--- src/rtl/hpt_pkg.sv ---
`timescale 1ns/1ps
package hpt_pkg;
   typedef enum logic [1:0] {
      ACC_LOAD  = 2'd0,
      ACC_STORE = 2'd1,
      ACC_FETCH = 2'd2
   } acc_e;

   localparam int RIGHT_R = 0;
   localparam int RIGHT_W = 1;
   localparam int RIGHT_X = 2;

   typedef enum logic [2:0] {
      WS_IDLE,
      WS_RD0,
      WS_RD1,
      WS_NEXT,
      WS_SWAP,
      WS_WB,
      WS_DONE
   } walk_e;
endpackage

--- src/rtl/hpt_hash.sv ---
`timescale 1ns/1ps
module hpt_hash #(
   parameter int AW     = 32,
   parameter int VSID_W = 24,
   parameter int PIDX_W = 16,
   parameter int GSHIFT = 6
) (
   input  logic [VSID_W-1:0] vsid_i,
   input  logic [PIDX_W-1:0] pidx_i,
   input  logic [AW-1:0]     base_i,
   input  logic [AW-1:0]     mask_i,
   output logic [AW-1:0]     grp_pri_o,
   output logic [AW-1:0]     grp_sec_o
);
   logic [VSID_W-1:0] hash_pri;
   logic [VSID_W-1:0] hash_sec;
   logic [AW-1:0]     base_clr;

   always_comb begin
      hash_pri  = vsid_i ^ VSID_W'(pidx_i);
      hash_sec  = ~hash_pri;
      base_clr  = base_i & ~mask_i;
      grp_pri_o = base_clr | ((AW'(hash_pri) << GSHIFT) & mask_i);
      grp_sec_o = base_clr | ((AW'(hash_sec) << GSHIFT) & mask_i);
   end
endmodule

--- src/rtl/hpt_perm.sv ---
`timescale 1ns/1ps
module hpt_perm
   import hpt_pkg::*;
#(
   parameter int DW       = 32,
   parameter int REF_BIT  = 8,
   parameter int CHG_BIT  = 7,
   parameter bit HONOR_NX = 1'b1
) (
   input  logic          user_i,
   input  logic          ku_i,
   input  logic          ks_i,
   input  logic          nx_i,
   input  acc_e          acc_i,
   input  logic [DW-1:0] w1_i,
   output logic [2:0]    perm_o,
   output logic          grant_o,
   output logic [DW-1:0] w1_new_o,
   output logic          wb_need_o
);
   logic       key;
   logic       x_ok;
   logic [1:0] rw;
   logic [2:0] raw;
   logic       store;

   generate
      if (HONOR_NX) begin : g_nx
         assign x_ok = ~nx_i;
      end else begin : g_nonx
         assign x_ok = 1'b1;
      end
   endgenerate

   always_comb begin
      key   = user_i ? ku_i : ks_i;
      store = (acc_i == ACC_STORE);
      unique case ({key, w1_i[1:0]})
         3'b0_00, 3'b0_01, 3'b0_10: rw = 2'b11;
         3'b0_11:                   rw = 2'b01;
         3'b1_00:                   rw = 2'b00;
         3'b1_10:                   rw = 2'b11;
         default:                   rw = 2'b01;
      endcase
      raw = {x_ok, rw};
      unique case (acc_i)
         ACC_STORE: grant_o = raw[RIGHT_W];
         ACC_FETCH: grant_o = raw[RIGHT_X];
         default:   grant_o = raw[RIGHT_R];
      endcase
      w1_new_o = w1_i;
      if (grant_o) begin
         w1_new_o[REF_BIT] = 1'b1;
         if (store) w1_new_o[CHG_BIT] = 1'b1;
      end
      wb_need_o = grant_o && (w1_new_o != w1_i);
      perm_o    = raw;
      if (!w1_new_o[CHG_BIT]) perm_o[RIGHT_W] = 1'b0;
   end
endmodule

--- src/rtl/hpt_walker.sv ---
`timescale 1ns/1ps
module hpt_walker
   import hpt_pkg::*;
#(
   parameter int AW            = 32,
   parameter int DW            = 32,
   parameter int VSID_W        = 24,
   parameter int PAGE_SHIFT    = 12,
   parameter int PIDX_W        = 16,
   parameter int API_W         = 6,
   parameter int GROUP_ENTRIES = 8,
   parameter bit HONOR_NX      = 1'b1
) (
   input  logic              clk,
   input  logic              rst_n,
   input  logic              start,
   input  logic [AW-1:0]     ea,
   input  logic [1:0]        acc,
   input  logic              user,
   input  logic [VSID_W-1:0] seg_vsid,
   input  logic              seg_ku,
   input  logic              seg_ks,
   input  logic              seg_nx,
   input  logic [AW-1:0]     tbl_base,
   input  logic [AW-1:0]     tbl_mask,
   output logic              mem_req,
   output logic              mem_we,
   output logic [AW-1:0]     mem_addr,
   output logic [DW-1:0]     mem_wdata,
   input  logic              mem_ack,
   input  logic [DW-1:0]     mem_rdata,
   output logic              done,
   output logic              hit,
   output logic              grant,
   output logic [DW-PAGE_SHIFT-1:0] rpn,
   output logic [2:0]        perm
);
   localparam int ENT_BYTES = 2 * (DW / 8);
   localparam int W1_OFF    = DW / 8;
   localparam int GSHIFT    = $clog2(GROUP_ENTRIES * ENT_BYTES);
   localparam int IW        = $clog2(GROUP_ENTRIES);
   localparam int ESHIFT    = $clog2(ENT_BYTES);
   localparam int H_BIT     = API_W;
   localparam int RPN_W     = DW - PAGE_SHIFT;
   localparam logic [IW-1:0] LAST_IDX = IW'(GROUP_ENTRIES - 1);

   generate
      if (VSID_W + API_W + 2 != DW) begin : g_bad_w0
         $error("entry word 0 layout does not fill the data width");
      end
      if ((GROUP_ENTRIES & (GROUP_ENTRIES - 1)) != 0 || GROUP_ENTRIES < 2) begin : g_bad_grp
         $error("GROUP_ENTRIES must be a power of two of at least 2");
      end
      if (PAGE_SHIFT + PIDX_W > AW || API_W > PIDX_W || PIDX_W > VSID_W) begin : g_bad_pidx
         $error("page index fields do not fit");
      end
   endgenerate

   walk_e             st_q;
   logic              pass_q;
   logic [IW-1:0]     idx_q;
   logic [PIDX_W-1:0] pidx_q;
   acc_e              acc_q;
   logic              user_q, ku_q, ks_q, nx_q;
   logic [VSID_W-1:0] vsid_q;
   logic [AW-1:0]     base_q, mask_q;
   logic [DW-1:0]     w1_q;
   logic              hit_q, grant_q;
   logic [RPN_W-1:0]  rpn_q;
   logic [2:0]        perm_q;

   logic [AW-1:0] grp_pri, grp_sec, grp, ent_addr;
   logic          match;
   logic [2:0]    pc_perm;
   logic          pc_grant, pc_wb;
   logic [DW-1:0] pc_w1;

   hpt_hash #(.AW(AW), .VSID_W(VSID_W), .PIDX_W(PIDX_W), .GSHIFT(GSHIFT)) u_hash (
      .vsid_i(vsid_q), .pidx_i(pidx_q), .base_i(base_q), .mask_i(mask_q),
      .grp_pri_o(grp_pri), .grp_sec_o(grp_sec)
   );

   hpt_perm #(.DW(DW), .HONOR_NX(HONOR_NX)) u_perm (
      .user_i(user_q), .ku_i(ku_q), .ks_i(ks_q), .nx_i(nx_q), .acc_i(acc_q),
      .w1_i(mem_rdata), .perm_o(pc_perm), .grant_o(pc_grant),
      .w1_new_o(pc_w1), .wb_need_o(pc_wb)
   );

   always_comb begin
      grp      = pass_q ? grp_sec : grp_pri;
      ent_addr = grp + (AW'(idx_q) << ESHIFT);
      match    = mem_rdata[DW-1]
               && (mem_rdata[H_BIT] == pass_q)
               && (mem_rdata[DW-2 -: VSID_W] == vsid_q)
               && (mem_rdata[API_W-1:0] == pidx_q[PIDX_W-1 -: API_W]);
      mem_req   = (st_q == WS_RD0) || (st_q == WS_RD1) || (st_q == WS_WB);
      mem_we    = (st_q == WS_WB);
      mem_addr  = (st_q == WS_RD0) ? ent_addr : ent_addr + AW'(W1_OFF);
      mem_wdata = w1_q;
   end

   always_ff @(posedge clk) begin
      if (!rst_n) begin
         st_q    <= WS_IDLE;
         pass_q  <= 1'b0;
         idx_q   <= '0;
         pidx_q  <= '0;
         acc_q   <= ACC_LOAD;
         user_q  <= 1'b0;
         ku_q    <= 1'b0;
         ks_q    <= 1'b0;
         nx_q    <= 1'b0;
         vsid_q  <= '0;
         base_q  <= '0;
         mask_q  <= '0;
         w1_q    <= '0;
         hit_q   <= 1'b0;
         grant_q <= 1'b0;
         rpn_q   <= '0;
         perm_q  <= '0;
      end else begin
         unique case (st_q)
            WS_IDLE: if (start) begin
               pidx_q  <= ea[PAGE_SHIFT +: PIDX_W];
               acc_q   <= acc_e'(acc);
               user_q  <= user;
               ku_q    <= seg_ku;
               ks_q    <= seg_ks;
               nx_q    <= seg_nx;
               vsid_q  <= seg_vsid;
               base_q  <= tbl_base;
               mask_q  <= tbl_mask;
               pass_q  <= 1'b0;
               idx_q   <= '0;
               hit_q   <= 1'b0;
               grant_q <= 1'b0;
               rpn_q   <= '0;
               perm_q  <= '0;
               st_q    <= WS_RD0;
            end
            WS_RD0: if (mem_ack) st_q <= match ? WS_RD1 : WS_NEXT;
            WS_RD1: if (mem_ack) begin
               hit_q   <= 1'b1;
               grant_q <= pc_grant;
               perm_q  <= pc_perm;
               rpn_q   <= mem_rdata[DW-1:PAGE_SHIFT];
               w1_q    <= pc_w1;
               st_q    <= pc_wb ? WS_WB : WS_DONE;
            end
            WS_NEXT: begin
               if (idx_q == LAST_IDX) begin
                  st_q <= pass_q ? WS_DONE : WS_SWAP;
               end else begin
                  idx_q <= idx_q + 1'b1;
                  st_q  <= WS_RD0;
               end
            end
            WS_SWAP: begin
               pass_q <= 1'b1;
               idx_q  <= '0;
               st_q   <= WS_RD0;
            end
            WS_WB:   if (mem_ack) st_q <= WS_DONE;
            default: st_q <= WS_IDLE;
         endcase
      end
   end

   assign done  = (st_q == WS_DONE);
   assign hit   = hit_q;
   assign grant = grant_q;
   assign rpn   = rpn_q;
   assign perm  = perm_q;

   // request fields hold while waiting for acknowledge
   p_req_stable_r11: assert property (@(posedge clk) disable iff (!rst_n)
      (mem_req && !mem_ack) |=> (mem_req && $stable(mem_addr) && $stable(mem_we) && $stable(mem_wdata)));
   // a writeback always carries the referenced bit
   p_wb_sets_ref_r8: assert property (@(posedge clk) disable iff (!rst_n)
      (mem_req && mem_we) |-> mem_wdata[8]);
   // a writeback targets word 1 of an entry
   p_wb_addr_r3: assert property (@(posedge clk) disable iff (!rst_n)
      (mem_req && mem_we) |-> (mem_addr[ESHIFT-1:0] == ESHIFT'(W1_OFF)));
   // done lasts one cycle
   p_done_pulse_r12: assert property (@(posedge clk) disable iff (!rst_n)
      done |=> !done);
   // a miss reports no rights
   p_miss_clean_r4: assert property (@(posedge clk) disable iff (!rst_n)
      (done && !hit) |-> (!grant && perm == 3'b000));
   // a granted store carries write right
   p_store_grant_r7: assert property (@(posedge clk) disable iff (!rst_n)
      (done && grant && acc_q == ACC_STORE) |-> perm[RIGHT_W]);
endmodule

--- config.mk ---
export PLATFORM = sky130hd
export DESIGN_NAME = hpt_walker
export DESIGN_NICKNAME = d
export VERILOG_FILES = /design/src/rtl/hpt_pkg.sv /design/src/rtl/hpt_hash.sv /design/src/rtl/hpt_perm.sv /design/src/rtl/hpt_walker.sv
export SDC_FILE = /design/constraint.sdc
export NUM_CORES = 1
export LEC_CHECK = 0
export BUFFER_PORTS_ARGS = -buffer_cell sky130_fd_sc_hd__buf_2
export CORE_MARGIN = 2
export CORE_UTILIZATION = 58
export DETAILED_ROUTE_END_ITERATION = 8
export PLACE_DENSITY = 0.86
export SYNTH_ARGS = -nofsm -noshare
export SYNTH_HDL_FRONTEND = slang
export SYNTH_HIERARCHICAL = 1
export SYNTH_SLANG_ARGS = --single-unit
--- constraint.sdc ---
create_clock -name clk -period 10.9 [get_ports clk]
set_input_delay 0.545 -clock clk [delete_from_list [all_inputs] [get_ports clk]]
set_output_delay 0.545 -clock clk [all_outputs]
set_load 0.01 [all_outputs]
==> impl_results.md, run 1 <==
* Status: complete, no violations
* Syn Inst Count at approximately 1200
* 1st-iter DRT viols at about 470
* Initial antenna violation count at 3
* Largest incremental delay on the critical path at 0.63 ns
* Minimum clock period at slightly above 5 ns
* Multiplexer share of the synthesized area at 7.382%
* Die width at ~140 um
* Worst-Skew Late Latency at 0.43 ns
* Vias in the first global route at 8521
* Dpl hpwl at 19.57 mm
* Post-CTS setup buffers at 0
* Drt drc at 0
* Synth Area in Adders at under 10%
* Main combinational cell family by area after synthesis: simple AND/OR/NAND/NOR gates
* Synth top area share at 34.71%
* Crit. End Element: primary output
* # clock sinks at roughly 170
* Pwr/cell area at around 180 mW/mm2
* Starting Density at 58.63%
* Tcrit/Tclk final at a little under half
* Max_cap viols at 0
* Placed Area at 0.01098 mm2
* Least-Margin Pin Slew at 1.137 ns
* Largest net degree at the start of global routing at 118
* Via count at approximately 8900
* Final cell area excluding filler cells at 0.01156 mm2
* WP buf/inv at 1
* Avg WL per Cell at around 16 um
* First-pass GRT wire length at between 40 and 50 mm
* Area leader, netlist: dfxtp_1
* FP Rows at 48
* Fin Setup TNS at 0 ns
* CP delay by family, top: simple AND/OR/NAND/NOR gates
* Fin util at 67.54%
* Core box area at 0.01712 mm2
* Synth Flop Type: dfxtp_1
* Post-synthesis compound-gate area fraction at a little under a fifth
* Via density at 5.521
* Area delta synth->final at 15.21%
* Placement Setup Slack at roughly 6.3 ns
* # setup viols final at 0
* Gpl congestion at 0.8498
* Htree depth at 4
* Post-synth cell types at 66
* WP data required at 10.36 ns
* Leakage at about 0.0045 uW
* HP Class: in -> reg
* DR pass1 iterations at 4
* Hold Violations, Final at 0
* Mapped Nets at 1394
* Post-Route WL at 26.60 mm
* Max-slew violation count at 0
* Share of cells above drive strength 1 at 24.44%
* Total CTS buffers at 17
* Kind of critical path: reg -> out
* CP Launch Type: flip-flop
* Worst Slack Setup Final at 5.814 ns
* Synth area leaders: dfxtp_1 35%, nand2_1 12%, a21boi_0 11%, xnor2_1 7.1%, buf_4 3.1%
* Post-synthesis sequential area ratio at 34.71%
* CTS Buffer Depth at 2
* Clock-pin slew on the worst setup and hold paths at about 0.070 ns
* RSZ-0062 raised after global routing: false
* YS warnings at 6
* Flops & latches, synth at about 170
* Relative slew slack at 24.04%
* Fmax at 196.6 MHz
* Post-DRT Antenna Nets at 0
* # port buffers at ~240
* Post-synth EDFFs at 0
* Post-synthesis cell area at around 0.01 mm2
* CTS tree: yes
* I/O Pins at between 200 and 300
* Crit path DAT at 4.54 ns
* Mean Syn Cell Area at 8.205 um2
* Clock root buffer: clkbuf_16
* GR Overflow Total at 0
* Total die area at 0.01837 mm2
* Xor/xnor share of the synthesized area at 8.541%
* Async S/R FF share, synth at 0%
* Worst-path cell chain: mux2_2 > ha_1 > fa_1 > a21oi_1 > a21oi_1 > and2_1 > xnor2_1 > a31oi_2 > nor4_4 > nand4bb_1 > xnor2_1 > buf_2
* Chip height at 135.5 um
* Maximum VDD drop at about 0.12 mV
* Post-CTS Hold Buffers at 0
* Clock Skew at 0.008081 ns
* Slowest cell on the critical path: dfxtp_2
* # resized after CTS at 0
* CP max FO at 20
* Post-synthesis simple-gate area fraction at 23.68%
* # nets final at 1550
* GRT Util Overall at ~29%
## worst register-to-register path, stage by stage, from the launching register on
cell and delay, ns:
dfxtp_1 0.44, nor2_1 0.36, nand2_1 0.17, nor2_4 0.51, buf_4 0.79, nor2_2 0.46
a22oi_1 0.29, nor2b_1 0.07
## cell usage after synthesis (3+ instances only)
| cell | number |
|---|---|
| nor4_1 | 4 |
| nor2_1 | 52 |
| nand4_1 | 23 |
| mux2_4 | 19 |
| or2_2 | 3 |
| clkbuf_1 | 55 |
| and3_1 | 3 |
| mux2i_1 | 23 |
| buf_6 | 5 |
| nand3_1 | 16 |
| xor2_1 | 15 |
| buf_4 | 41 |
| nand2b_1 | 6 |
| a31oi_1 | 3 |
| a22oi_1 | 27 |
| xnor2_1 | 81 |
| inv_1 | 8 |
| a21boi_0 | 146 |
| a21oi_1 | 39 |
| nor2b_1 | 39 |
| o21ai_0 | 13 |
| ha_1 | 8 |
| nor3b_1 | 3 |
| nor3_1 | 9 |
| nand2_1 | 325 |
| and2_1 | 6 |
| mux2_2 | 18 |
| dfxtp_1 | 174 |
| a211oi_2 | 4 |
| nand4b_1 | 6 |
## worst paths after layout
| check | start | endpoint | slack (ns) | cells past startpoint |
|---|---|---|---|---|
| min reg2reg | mem_wdata[31] | mem_wdata[31] | 0.47 | 2 |
| max | pass_q | mem_addr[31] | 5.81 | 12 |
| max reg2reg | st_q[1] | rpn[12] | 7.72 | 7 |
| min | tbl_mask[30] | mask_q[30] | 0.36 | 3 |
## state kept, by name, indices dropped and copies added, names as in the netlist, 2 cells and up
name and count:
st_q 3, base_q 32, rpn 20, vsid_q 24
idx_q 3, mask_q 32, mem_wdata 32, acc_q 2
pidx_q 16, perm 3
## placed cells by master, fill, tap and decap left out, types with 5 or more instances in the layout
cell,synthesis,routed
mux2_2,18,18
mux2_4,19,19
a21oi_1,39,39
nor2_1,52,50
nor3_1,9,9
xor2_1,15,15
nand3_1,16,15
xnor2_1,81,81
nand2_1,325,325
inv_1,8,8
a21boi_0,146,146
dfxtp_1,174,173
mux2i_1,23,23
a22oi_1,27,27
buf_4,41,6
nand2b_1,6,6
and2_1,6,5
o21ai_0,13,13
clkinv_2,0,5
nand4b_1,6,6
buf_2,2,236
nand4_1,23,23
ha_1,8,8
clkbuf_16,0,17
nor2b_1,39,39
## through the flow
stage / cells / hold slack (ns) / power [uW]
after detailed placement: 1585 / 0.4565 / 1521
after global routing: 1618 / 0.3581 / 2232
after global placement: 1585 / 0.4498 / 1495
after floorplan: 1223 / 0.4389 / 1322
after CTS: 1616 / 0.3498 / 2119
final: 1618 / 0.3600 / 2117
## cell type report
class	instances	area, um2
Clock buffer	18	439.2
Timing Repair Buffer	242	1226
Inverter	8	30.03
Antenna cell	2	5.005
Clock inverter	13	137.6
Fill cell	1420	5555
Sequential cell	174	3485
Multi-Input combinational cell	936	5957
Tap cell	225	281.5
## layer usage
metal,share of wire (%),global-route usage [%],vias to the layer above,wire length [um]
li1,-,-,4401,-
met1,44,36.66,4198,11620
met2,48,48.79,291,12790
met3,5.9,4.789,43,1569
met4,2.3,9.433,0,615
met5,0,0,-,0
## cells by family (layout without fill, tap and decap cells)
logic type	count (synthesis)	after routing
AND/OR/NAND/NOR	515	515
AO/OA/AOI/OAI	254	254
multiplexers	61	61
buffers and inverters	113	281
adder cells (fa/ha/maj)	9	9
XOR/XNOR	97	97
flip-flops	174	174
other	0	2
## power breakdown
part | switching [uW] | total (uW) | internal, uW
combinational | 422 | 704 | 281
clock | 257 | 601 | 344
sequential | 86.9 | 813 | 726
No activity file was read; power rests on OpenSTA's default activity.
==> inputs of run 2 (changes only) <==
ABC_AREA = 1   (was unset)
CORE_UTILIZATION = 50   (was 58)
PLACE_DENSITY = 0.78   (was 0.86)
clock period = 4.1 ns   (was 10.9 ns; I/O delays follow)
==> run 2 against run 1 <==
Final area is 8.0% higher; first-iteration DRC count is 60% higher; flip-flop and latch count stayed put; die area is 25% higher; clock-buffer cell count is 1 lower; synthesized cell count is 43% higher; clock skew is 0.0038 ns higher; total power grew to 3.3 times the previous value; area after synthesis is 8.1% higher; critical endpoint is now mem_addr[22]; non-clock buffer count is 4 higher; global-route usage is 1.3 points lower.
==> impl_results.md, run 2 <==
* Status: complete, no violations (unchanged)
* Crit. End Element: primary output (unchanged)
* CP startpoint: pass_q (unchanged)
* Synth Area in Adders at 1.108% (was 1.197%)
* Area leader, netlist: dfxtp_1 (unchanged)
* Met3 wire len at 1.934 mm (was 1.569 mm)
* HP Class: in -> reg (unchanged)
* Post-CTS setup buffers at 0 (unchanged)
* Async S/R FF share, synth at 0% (unchanged)
* WP buf/inv at 2 (was 1)
* Drt drc at 0 (unchanged)
* Post-synth cell types at 42 (was 66)
* Post-synthesis simple-gate area fraction at 32.10% (was 23.68%)
* CP endpoint: mem_addr[22] (was mem_addr[31])
* CP delay by family, top: simple AND/OR/NAND/NOR gates (unchanged)
* Clock-pin slew on the worst setup and hold paths at 0.08 ns (was 0.07 ns)
* Die width at 151.3 um (was 135.5 um)
* # clock sinks at 174 (unchanged)
* Clock root buffer: clkbuf_16 (unchanged)
* I/O Pins at 254 (unchanged)
* Reg-to-reg critical path endpoint: pidx_q[9] (was rpn[12])
* Via density at 5.020 (was 5.521)
* Post-synth EDFFs at 0 (unchanged)
* # port buffers at 237 (unchanged)
* Maximum VDD drop at 0.2685 mV (was 0.1226 mV)
* Post-synthesis cell area at 0.01085 mm2 (was 0.01003 mm2)
* Core box area at 0.02115 mm2 (was 0.01712 mm2)
* Hold_ws at 0.04061 ns (was 0.3600 ns)
* Worst Slack Setup Final at 0.4486 ns (was 5.814 ns)
* CP max FO at 7 (was 20)
* Placement Setup Slack at 0.6053 ns (was 6.334 ns)
* Fmax at 273.9 MHz
* Xor/xnor share of the synthesized area at 2.746% (was 8.541%)
* Top Metal Used: met4 (unchanged)
* Minimum clock period at 3.651 ns
* Total die area at 0.02288 mm2 (was 0.01837 mm2)
* Tcrit/Tclk final at 89.06%
* Max-slew violation count at 0 (unchanged)
* Pwr/cell area at 558.5 mW/mm2 (was 183.1 mW/mm2)
* Starting Density at 51.27% (was 58.63%)
* Dpl hpwl at 23.58 mm (was 19.57 mm)
* Synth top area share at 32.12% (was 34.71%)
* Worst-Skew Late Latency at 0.43 ns (about the same)
* Slowest cell on the critical path: dfxtp_2 (unchanged)
* WL met1 at 13.67 mm (was 11.62 mm)
* Multiplexer share of the synthesized area at 0.09229% (was 7.382%)
* Flop2flop setup slack at 1.54 ns (was 7.72 ns)
* WP data required at 3.89 ns (was 10.36 ns)
* Area delta synth->final at 15.16% (was 15.21%)
* Most common cell after layout, fill and taps aside: nand2_1 (unchanged)
* CTS tree: yes (unchanged)
* Syn Inst Count at 1747 (was 1223)
* Avg WL per Cell at 14.02 um (was 16.44 um)
* Total CTS buffers at 17 (unchanged)
* Crit path DAT at 3.45 ns (was 4.54 ns)
* Post-synthesis sequential area ratio at 32.12% (was 34.71%)
* RSZ-0062 raised after global routing: false (unchanged)
* GR Overflow Total at 0 (unchanged)
* Largest net degree at the start of global routing at 90 (was 118)
* CTS Buffer Depth at 2 (unchanged)
* Hold Violations, Final at 0 (unchanged)
* Mapped Nets at 1918 (was 1394)
* Fin Setup TNS at 0 ns (unchanged)
* FP Rows at 53 (was 48)
* Post-synthesis compound-gate area fraction at 16.17% (was 18.33%)
* Synth Flop Type: dfxtp_1 (unchanged)
* Placed Area at 0.01184 mm2 (was 0.01098 mm2)
* Clock Skew at 0.01190 ns (was 0.008081 ns)
* CP Launch Type: flip-flop (unchanged)
* Htree depth at 4 (unchanged)
* Largest incremental delay on the critical path at 0.41 ns (was 0.63 ns)
* Relative slew slack at 28.29% (was 24.04%)
* Leakage at 0.005980 uW (was 0.004527 uW)
* YS warnings at 6 (unchanged)
* Via count at 11020 (was 8933)
* Synth area leaders: dfxtp_1 32%, nand2_1 16%, inv_1 9.6%, o21ai_0 7.4%, a21oi_1 6.7% (was dfxtp_1 35%, nand2_1 12%, a21boi_0 11%, xnor2_1 7.1%, buf_4 3.1%)
* Main combinational cell family by area after synthesis: simple AND/OR/NAND/NOR gates (unchanged)
* GRT Util Overall at 27.19% (was 28.52%)
* Vias in the first global route at 9967 (was 8521)
* Max_cap viols at 0 (unchanged)
* DR pass1 iterations at 5 (was 4)
* Most frequent cells in the layout: 449 x nand2_1, 277 x inv_1, 236 x buf_2, 173 x dfxtp_1, 161 x o21ai_0 (was 325 x nand2_1, 236 x buf_2, 173 x dfxtp_1, 146 x a21boi_0, 81 x xnor2_1)
* # setup viols final at 0 (unchanged)
* Met2 WL at 14.10 mm (was 12.79 mm)
* Final cell area excluding filler cells at 0.01249 mm2 (was 0.01156 mm2)
* 1st-iter DRT viols at 746 (was 467)
* Initial antenna violation count at 3 (unchanged)
* Flops & latches, synth at 174 (unchanged)
* Synth cell count leaders: 449 x nand2_1, 277 x inv_1, 174 x dfxtp_1 (was 325 x nand2_1, 174 x dfxtp_1, 146 x a21boi_0)
* Final-layout fill cell count at 2028 (was 1420)
* Worst-path cell chain: inv_2 > nand2_1 > nand2_1 > ha_1 > fa_1 > nand2_1 > nand2_1 > nand2_1 > nand2_1 > nand2_1 > nand3b_1 > nor2_1 > nand2_1 > nor2_2 > nand2_2 > nor2_1 > xor2_1 > buf_2 (was mux2_2 > ha_1 > fa_1 > a21oi_1 > a21oi_1 > and2_1 > xnor2_1 > a31oi_2 > nor4_4 > nand4bb_1 > xnor2_1 > buf_2)
* Post-DRT Antenna Nets at 0 (unchanged)
* R2r worst-path depth at 5 (was 7)
* Kind of critical path: reg -> out (unchanged)
* Share of cells above drive strength 1 at 19.87% (was 24.44%)
* Gpl congestion at 0.8984 (was 0.8498)
* CP dominant cell by count: nand2_1
* Least-Margin Pin Slew at 1.075 ns (was 1.137 ns)
* Mean Syn Cell Area at 6.208 um2 (was 8.205 um2)
* Reg2reg start: st_q[0] (was st_q[1])
* Chip height at 151.3 um (was 135.5 um)
* Post-Route WL at 30.77 mm (was 26.60 mm)
* Worst path depth at 18 (was 12)
* Most common cell in the netlist: nand2_1 (unchanged)
* First-pass GRT wire length at 48.98 mm (was 41.43 mm)
* # nets final at 2075 (was 1550)
-- run 2: cell count changes after synthesis, sizes merged, moves of 39 or more --
cell	before	now
nor2b	39	0
xnor2	81	5
inv	8	284
nand2	327	490
a21oi	40	148
nor2	52	170
nand3	16	110
a21boi	146	0
o21ai	13	174
-- run 2: kinds of logic after synthesis --
family	Yosys count
multiplexers	1
AO/OA/AOI/OAI	335
XOR/XNOR	34
flip-flops	174
AND/OR/NAND/NOR	800
buffers and inverters	394
adder cells (fa/ha/maj)	9
-- run 2: cell type report --
type	count	area, um2	share of cell area, %
multi-input cells	1179	5695	45.60
flip-flops and latches	174	3485	27.90
repair buffers	246	1260	10.09
inverters	286	1074	8.595
clock buffers	17	425.4	3.406
well taps	275	344.1	2.755
clock inverters	15	198.9	1.593
diodes	3	7.507	0.06011
-- run 2: worst min-delay path by stage --
stage	start	to	slack, ns	cells after the start
final	mem_rdata[3]	mem_wdata[3]	0.04	3
after global placement	mask_q[5]	mask_q[5]	0.43	2
after floorplan	mem_rdata[12]	rpn[0]	0.35	2
after detailed placement	base_q[31]	base_q[31]	0.44	2
after CTS	user	user_q	0.03	3
after global routing	mem_rdata[3]	mem_wdata[3]	0.03	3
-- run 2: layer usage --
layer | vias to the layer above | track usage [%]
met4 | 0 | 10.28
met2 | 368 | 44.43
met1 | 4870 | 35.71
li1 | 5716 | -
met3 | 65 | 5.000
met5 | - | 0
-- run 2: per-stage QoR --
stage               cells  utilization, %  total power, uW
CTS                  2192           58.93             6974
detailed placement   2160           55.98             5272
finish               2195           59.04             6976
global placement     2160           55.98             5188
floorplan            1747               -             4459
global route         2194           59.03             7520
-- run 2: what timing repair did --
item                                   4_1_cts  5_1_grt
endpoints found under the hold margin        0        0
setup endpoints to repair                    0       17
hold buffers                                 0        0
resized for setup                            0        4
-- run 2: where the power goes --
part	leakage, uW	internal [uW]	switching, uW
clock network	0.000302	845	859
registers	0.00143	2070	333
logic	0.00425	935	1930
total	0.00598	3860	3120
-- run 2: worst reg2reg max path, delay by kind of cell, from the launching register on --
kind,cells,cell delay (ns)
simple gates,2,0.93
buf+inv,1,0.63
flops,1,0.35
compound gates,2,0.52
==> inputs of run 3 (changes only) <==
ABC_AREA = unset   (was 1)
CORE_UTILIZATION = 49   (was 50)
PLACE_DENSITY = 0.77   (was 0.78)
==> run 3 against run 2 <==
Total power is 17% lower; clock skew is 0.0046 ns lower; clock-buffer cell count is 3 higher; highest routed layer unchanged; register-to-register slack worse by 0.05 ns; critical path type unchanged; final area is 5.0% lower; combinational power is 33% lower; core utilization is 0.19 points lower; worst hold slack worse by 0.023 ns.
==> impl_results.md, run 3 (synthesis results as in run 1) <==
* Fmax at 255.2 MHz (was 273.9 MHz)
* Dpl hpwl at 20.33 mm (was 23.58 mm)
* Switching pwr at 2097 uW (was 3120 uW)
* Logic pwr share at 33.0% (was 41.1%)
* CTS Buffer Depth at 2 (unchanged)
* Max-slew violation count at 0 (unchanged)
* R2r worst-path depth at 6 (was 5)
* Die width at 147.1 um (was 151.3 um)
* Worst Slack Setup Final at 0.1817 ns (was 0.4486 ns)
* Avg WL per Cell at 16.26 um (was 14.02 um)
* Leakage at 0.004632 uW (was 0.005980 uW)
* Initial antenna violation count at 2 (was 3)
* Least-Margin Pin Slew at 1.190 ns (was 1.075 ns)
* Minimum clock period at 3.918 ns (was 3.651 ns)
* Gr busiest metal: met2 (unchanged)
* Clock Skew at 0.007288 ns (was 0.01190 ns)
* CTS tree: yes (unchanged)
* CP max FO at 8 (was 7)
* M3 GR Usage at 5.155% (was 5.000%)
* Placement Setup Slack at 0.3880 ns (was 0.6053 ns)
* Clk pwr share at 29.8% (was 24.4%)
* Post-DRT Antenna Nets at 0 (unchanged)
* Reg2reg start: st_q[0] (unchanged)
* Drt drc at 0 (unchanged)
* Crit. End Element: primary output (unchanged)
* # clock sinks at 174 (unchanged)
* Hold_ws at 0.01776 ns (was 0.04061 ns)
* Kind of critical path: reg -> out (unchanged)
* Post-Route WL at 27.24 mm (was 30.77 mm)
* Reg-to-reg critical path endpoint: vsid_q[0] (was pidx_q[9])
* Total CTS buffers at 17 (unchanged)
* # nets final at 1561 (was 2075)
* Hold Violations, Final at 0 (unchanged)
* Worst hold path cell count at 3 (unchanged)
* FP Rows at 52 (was 53)
* 1st-iter DRT viols at 563 (was 746)
* DR pass1 iterations at 4 (was 5)
* Crit path DAT at 3.71 ns (was 3.45 ns)
* Worst-Skew Late Latency at 0.43 ns (about the same)
* Most frequent cells in the layout: 324 x nand2_1, 236 x buf_2, 173 x dfxtp_1, 146 x a21boi_0, 80 x xnor2_1 (was 449 x nand2_1, 277 x inv_1, 236 x buf_2, 173 x dfxtp_1, 161 x o21ai_0)
* Fin Setup TNS at 0 ns (unchanged)
* Via count at 8870 (was 11020)
* HP Class: in -> reg (unchanged)
* WP data required at 3.89 ns (about the same)
* Most common cell after layout, fill and taps aside: nand2_1 (unchanged)
* Post-CTS Hold Buffers at 0 (unchanged)
* Maximum VDD drop at 0.3112 mV (was 0.2685 mV)
* GRT Util Overall at 24.82% (was 27.19%)
* Clock root buffer: clkbuf_16 (unchanged)
* Met1 Use GR at 32.27% (was 35.71%)
* # setup viols final at 0 (unchanged)
* Pwr/cell area at 488.5 mW/mm2 (was 558.5 mW/mm2)
* Max_cap viols at 0 (unchanged)
* Clock-pin slew on the worst setup and hold paths at 0.07 ns (was 0.08 ns)
* Status: complete, no violations (unchanged)
* Vias in the first global route at 8434 (was 9967)
* Relative slew slack at 20.47% (was 28.29%)
* Area delta synth->final at 18.29% (was 15.16%)
* Largest net degree at the start of global routing at 92 (was 90)
* I/O Pins at 254 (unchanged)
* CP startpoint: pass_q (unchanged)
* Chip height at 147.1 um (was 151.3 um)
* Via density at 5.296 (was 5.020)
* Met2 Use GR at 42.01% (was 44.43%)
* Htree depth at 4 (unchanged)
* Cell internal pwr at 3702 uW (was 3855 uW)
* # port buffers at 237 (unchanged)
* GR Overflow Total at 0 (unchanged)
* Core box area at 0.02017 mm2 (was 0.02115 mm2)
* Tcrit/Tclk final at 95.57% (was 89.06%)
* First-pass GRT wire length at 42.81 mm (was 48.98 mm)
* Sequential fraction of design power at 37.2% (was 34.5%)
* Flop2flop setup slack at 1.49 ns (was 1.54 ns)
* Total die area at 0.02164 mm2 (was 0.02288 mm2)
* Starting Density at 49.75% (was 51.27%)
* CP endpoint: mem_addr[28] (was mem_addr[22])
* CP Launch Type: flip-flop (unchanged)
* Gpl congestion at 0.8326 (was 0.8984)
* Net Sw Frac at 36.16% (was 44.73%)
* Share of cells above drive strength 1 at 26.09% (was 19.87%)
## run 3: layout make-up
| type | count | area [um2] |
|---|---|---|
| sequential | 174 | 3487 |
| tap | 270 | 337.8 |
| fill | 1828 | 8299 |
| inverter | 8 | 30.03 |
| antenna | 2 | 5.005 |
| clock buffer | 20 | 456.7 |
| clock inverter | 12 | 171.4 |
| multi-input combinational | 936 | 6070 |
| timing repair buffer | 253 | 1313 |
## run 3: worst min path at each step
stage | from | end | slack [ns]
after CTS | tbl_mask[27] | mask_q[27] | 0.005
after global routing | tbl_mask[27] | mask_q[27] | 0.01
after detailed placement | mem_wdata[29] | mem_wdata[29] | 0.45
after floorplan | tbl_base[10] | base_q[10] | 0.35
after global placement | mem_wdata[18] | mem_wdata[18] | 0.45
final | tbl_mask[8] | mask_q[8] | 0.02
## run 3: worst max-delay path: stages, from the launching register on
cell      delay (ns)
dfxtp_4         0.42
mux2_2          0.36
ha_2            0.42
a21oi_2         0.10
buf_4           0.16
nor4b_1         0.40
o211ai_1        0.16
nand2_1         0.11
nand4_1         0.11
buf_4           0.18
nor4_4          0.38
nand4_1         0.16
xnor2_1         0.16
buf_2           0.15
## run 3: repair_timing
item                       in CTS  in global routing
resized for setup               3                 20
pin swaps                       1                  6
setup endpoints to repair       8                 15
setup buffers                   2                  4
## run 3: per-layer routing
layer	part of all wire (%)	wire (um)
met4	1.6	448
met5	0	0
met3	6.5	1768
met1	44	12120
met2	47	12900
## run 3: through the flow
step / instances / power [uW] / area, um2 / util, %
finish: 1675 / 5798 / 11870 / 58.85
global route: 1674 / 6138 / 11870 / 58.84
CTS: 1669 / 5802 / 11740 / 58.19
detailed placement: 1635 / 4073 / 11070 / 54.90
global placement: 1635 / 4022 / 11070 / 54.90
floorplan: 1223 / 3514 / 10030 / -
## run 3: power groups by stage
| stage | Clock, uW | Combinational, uW | Sequential, uW |
|---|---|---|---|
| finish | 1730 | 1910 | 2160 |
| global route | 1830 | 2120 | 2190 |
| CTS | 1760 | 1890 | 2150 |
| global placement | 0 | 1840 | 2180 |
| floorplan | 0 | 1370 | 2140 |
| detailed placement | 0 | 1880 | 2190 |
